$ cat src/rtl/ud_pkg.sv
package ud_pkg;
    typedef enum logic [1:0] {
        STEP_HOLD  = 2'd0,
        STEP_UP    = 2'd1,
        STEP_DOWN  = 2'd2,
        STEP_CLASH = 2'd3
    } step_e;
endpackage

$ cat src/rtl/ud_step_operand.sv
module ud_step_operand
    import ud_pkg::*;
#(
    parameter int WIDTH = 3
) (
    input  logic             up,
    input  logic             dn,
    output logic [WIDTH-1:0] operand,
    output logic             carry_in,
    output step_e            step
);
    logic clash;

    always_comb begin
        clash = up & dn;
        // Down drives every operand bit (all ones = -1); up enters as carry-in.
        operand  = clash ? '0 : {WIDTH{dn}};
        carry_in = clash ? 1'b0 : up;
        unique case ({up, dn})
            2'b10:   step = STEP_UP;
            2'b01:   step = STEP_DOWN;
            2'b11:   step = STEP_CLASH;
            default: step = STEP_HOLD;
        endcase
    end
endmodule

$ cat src/rtl/ud_ripple_adder.sv
module ud_ripple_adder #(
    parameter int WIDTH = 3
) (
    input  logic [WIDTH-1:0] a,
    input  logic [WIDTH-1:0] b,
    input  logic             cin,
    output logic [WIDTH-1:0] sum
);
    // Carry into each bit; the carry out of the top bit is never formed.
    logic [WIDTH-1:0] carry;

    assign carry[0] = cin;

    for (genvar i = 0; i < WIDTH; i++) begin : g_bit
        assign sum[i] = a[i] ^ b[i] ^ carry[i];
        if (i < WIDTH - 1) begin : g_chain
            assign carry[i+1] = (a[i] & b[i]) | (carry[i] & (a[i] ^ b[i]));
        end
    end
endmodule

$ cat src/rtl/ud_adder_counter.sv
module ud_adder_counter
    import ud_pkg::*;
#(
    parameter int WIDTH = 3
) (
    input  logic             clk,
    input  logic             rst,
    input  logic             up,
    input  logic             dn,
    output logic [WIDTH-1:0] count,
    output logic             conflict
);
    localparam logic [WIDTH-1:0] ONE = WIDTH'(1);

    typedef struct packed {
        logic [WIDTH-1:0] count;
    } state_t;

    state_t           state_d, state_q;
    logic [WIDTH-1:0] operand;
    logic             carry_in;
    logic [WIDTH-1:0] sum;
    step_e            step;

    ud_step_operand #(.WIDTH(WIDTH)) i_operand (
        .up       (up),
        .dn       (dn),
        .operand  (operand),
        .carry_in (carry_in),
        .step     (step)
    );

    ud_ripple_adder #(.WIDTH(WIDTH)) i_adder (
        .a   (state_q.count),
        .b   (operand),
        .cin (carry_in),
        .sum (sum)
    );

    always_comb begin
        state_d = state_q;
        if (rst) begin
            state_d.count = '0;
        end else begin
            state_d.count = sum;
        end
    end

    always_ff @(posedge clk) begin
        state_q <= state_d;
    end

    assign count    = state_q.count;
    assign conflict = (step == STEP_CLASH);

    // a reset edge clears the count whatever the direction lines carry.
    p_reset_clears_r1: assert property (@(posedge clk)
        rst |=> count == '0);

    // step up by one, wrapping.
    p_step_up_r2: assert property (@(posedge clk) disable iff (rst)
        (up && !dn) |=> count == WIDTH'($past(count) + ONE));

    // step down by one, wrapping.
    p_step_down_r3: assert property (@(posedge clk) disable iff (rst)
        (!up && dn) |=> count == WIDTH'($past(count) - ONE));

    // idle holds.
    p_idle_hold_r4: assert property (@(posedge clk) disable iff (rst)
        (!up && !dn) |=> $stable(count));

    // a clash holds the count.
    p_clash_hold_r5: assert property (@(posedge clk) disable iff (rst)
        (up && dn) |=> $stable(count));

    // the flag tracks the clash.
    p_clash_flag_r5: assert property (@(posedge clk)
        conflict == (up && dn));
endmodule

$ cat config.mk
export PLATFORM = sky130hd
export DESIGN_NAME = ud_adder_counter
export DESIGN_NICKNAME = d
export VERILOG_FILES = /design/src/rtl/ud_pkg.sv /design/src/rtl/ud_step_operand.sv /design/src/rtl/ud_ripple_adder.sv /design/src/rtl/ud_adder_counter.sv
export SDC_FILE = /design/constraint.sdc
export NUM_CORES = 1
export LEC_CHECK = 0
export BUFFER_PORTS_ARGS = -buffer_cell sky130_fd_sc_hd__buf_2
export CORE_AREA = 8 8 45 47
export CTS_CLUSTER_SIZE = 10
export DETAILED_ROUTE_END_ITERATION = 8
export DIE_AREA = 0 0 53 55
export PLACE_DENSITY = 0.43
export SLEW_MARGIN = 20
export SYNTH_ARGS = -nofsm -noshare
export SYNTH_HDL_FRONTEND = slang
export SYNTH_HIERARCHICAL = 1
export SYNTH_SLANG_ARGS = --single-unit
$ cat constraint.sdc
create_clock -name clk -period 4.3 [get_ports clk]
set_clock_uncertainty 0.2 [all_clocks]
set_input_delay 0.86 -clock clk [delete_from_list [all_inputs] [get_ports clk]]
set_output_delay 0.86 -clock clk [all_outputs]
set_load 0.1 [all_outputs]
==> impl_metrics.csv <==
group,metric,value,unit
run_status,status,"finished clean",
detailed_routing,num_vias,129,
final_layout,antenna_cells,0,
sta,slew_headroom,67.5,%
critical_path,critPathMostFrequentCell,"buf_2",
critical_path,slowest_delay,0.42,ns
critical_path,end_kind,"primary output",
power_and_ir_drop,p_sw_share,44.7,%
final_layout,nFillCells,148,
synthesis,ys_ff_latch,3,
power_and_ir_drop,switching_power,0.0674,mW
critical_path,required,3.24,ns
detailed_routing,drt_pass1_iterations,2,
synthesis,avgSynthCellArea,9.77,um2
global_route,track_usage,3.34,%
synthesis,syn_nets,27,
critical_path,crit_type,"in2out",
detailed_routing,antenna_left,0,
critical_path,worst-path-stages,3,
detailed_routing,drt-initial-drc-count,1,
detailed_routing,routed_wl,375,um
power_and_ir_drop,p_per_area,571,nW/um2
cts,postCtsResizedCells,0,
floorplan,die_w,53,um
cts,clkLatencyLatePin,0.23,ns
floorplan,dieArea,2920,um2
critical_path,worstRegToRegCells,6,
cts,numCtsBuffers,3,
cts,cts_setup_buffers,0,
floorplan,coreArea,1380,um2
floorplan,io_pins,8,
final_layout,largest_reg_flops,3,
cts,cts_tree,"built",
global_route,grt_max_degree,4,
synthesis,synthAdderAreaFrac,19.5,%
worst_hold_path,hold_path_class,"reg2reg",
critical_path,crit_fanout,3,
sta,setup_viol,0,
floorplan,fp.dieH,55,um
sta,min_period,2.53,ns
cts,cts_max_level,1,
detailed_routing,drc,0,
synthesis,synth-simple-area-share,19.5,%
synthesis,yosys.area_share.xor_xnor,11.6,%
synthesis,synth_compound_area_share,0,%
critical_path,critical_path_buf_inv_count,2,
synthesis,synth_top_family_by_area,"buffers and inverters",
synthesis,yosysWarnings,6,
critical_path,worstPathArrival,1.47,ns
critical_path,critPathLaunchType,"primary input",
synthesis,netlist_area,205,um2
final_layout,drive_above_1_share,39.3,%
detailed_routing,vias_per_cell,2.93,
placed_design,gp_congestion,0.623,
placed_design,dp_hpwl,316,um
critical_path,cp_top_family,"buffers and inverters",
cts,cts.sinks,3,
synthesis,syn_inst,21,
sta,fin_crit_sh,58.9,%
placed_design,io_buffers,7,
global_route,first_global_vias,153,
critical_path,worstPathCellList,"buf_2 -> and2_1 -> buf_2",
power_and_ir_drop,power_frac_comb,42.6,%
power_and_ir_drop,sequentialPowerShare,24.0,%
power_and_ir_drop,ir_drop,74.9,uV
critical_path,cp_slowest_cell,"buf_2",
floorplan,rows,14,
final_layout,area_delta_synth_final,28.7,%
power_and_ir_drop,fin_total_pwr,0.151,mW
global_route,grt_antenna_before_repair,0,
final_layout,fin_nets,35,
power_and_ir_drop,p_clk_share,33.4,%
power_and_ir_drop,p_leak,0.139,nW
synthesis,synth_cell_types,9,
sta,tightestPinTransition,0.490,ns
power_and_ir_drop,p_int,0.0833,mW
sta,drv_slew,0,
worst_hold_path,holdPathStages,2,
global_route,grt-ovfl-total,0,
synthesis,seq_area_frac_synth,29.3,%
cts,cts_buffer_depth,2,
global_route,grt_first_pass_wirelength,614,um
flow_run,maxCapViolations,0,
cts,cts_root_buf,"clkbuf_4",
sta,hold_viol,0,
detailed_routing,wl_per_cell,8.52,um
final_layout,layout_common_cells,"buf_2 (7), inv_1 (5), nor2b_1 (4)",
cts,holdBufCountCts,0,
synthesis,synth.area.mux_share,0,%
final_layout,layout_commonest_cell,"buf_2",
floorplan,start_util,14.8,%
sta,tns,0,ns
sta,rsz0062_at_grt,"no",
cts,clk_pin_slew,0.04,ns
sta,max_clock_freq,0.395,GHz
==> routing by layer <==
layer | global-route usage (%) | share of wire [%] | vias to the layer above
li1 | - | - | 68
met1 | 3.50 | 46 | 54
met2 | 3.52 | 35 | 7
met3 | 2.94 | 19 | 0
met4 | 3.88 | 0 | 0
met5 | 0 | 0 | -
==> Yosys cell counts, drive strengths merged <==
library cell  number  share of area, %
dfxtp              3                29
and2b              1               4.3
clkbuf             2               3.7
buf                2               7.3
inv                5               9.1
fa                 2                20
xor3               1                12
and2               1               3.1
nor2b              4                12
==> final cells by class <==
| cell class | instances | area (um2) | area share [%] |
|---|---|---|---|
| multi-input cells | 9 | 104 | 39.3 |
| clock buffers | 4 | 26.3 | 9.95 |
| flip-flops and latches | 3 | 60.1 | 22.7 |
| well taps | 16 | 20.0 | 7.58 |
| inverters | 5 | 18.8 | 7.11 |
| repair buffers | 7 | 35.0 | 13.3 |
==> kinds of logic after synthesis <==
kind of cell	Yosys count
buffers and inverters	9
DFF	3
adders and majority gates	2
xor gates and xnor gates	1
and+or+nand+nor	6
==> metrics by stage <==
stage | hold slack [ns] | worst slack, ns | utilization (%) | instance area, um2 | cells
floorplan | 0.732 | 1.57 | - | 205 | 21
global placement | 0.406 | 1.59 | 17.2 | 238 | 40
detailed placement | 0.407 | 1.56 | 17.2 | 238 | 40
CTS | 0.421 | 1.76 | 19.1 | 264 | 44
global route | 0.500 | 1.69 | 19.1 | 264 | 44
finish | 0.408 | 1.77 | 19.1 | 264 | 44
==> power by group through the flow <==
stage	Clock (mW)	Sequential, mW	Combinational (mW)
after floorplan	0	0.0728	0.0211
after global routing	0.0547	0.0369	0.0691
after global placement	0	0.0366	0.0643
after CTS	0.0533	0.0362	0.0649
final	0.0503	0.0361	0.0643
after detailed placement	0	0.0367	0.0646
==> path summary, 6_finish.rpt <==
| path | endpoint | start | slack [ns] |
|---|---|---|---|
| min | count[2]$_SDFF_PP0_ | count[2]$_SDFF_PP0_ | 0.41 |
| min reg2reg | count[2]$_SDFF_PP0_ | count[2]$_SDFF_PP0_ | 0.41 |
| max reg2reg | count[2]$_SDFF_PP0_ | count[0]$_SDFF_PP0_ | 2.47 |
| max | conflict | up | 1.77 |
==> tightest hold or removal path: cells and delay by family (launching register included) <==
kind                      cells  cell delay (ns)
xor gates and xnor gates      1             0.13
DFF                           1             0.32
and+or+nand+nor               1             0.11
No activity file was read; power rests on OpenSTA's default activity.
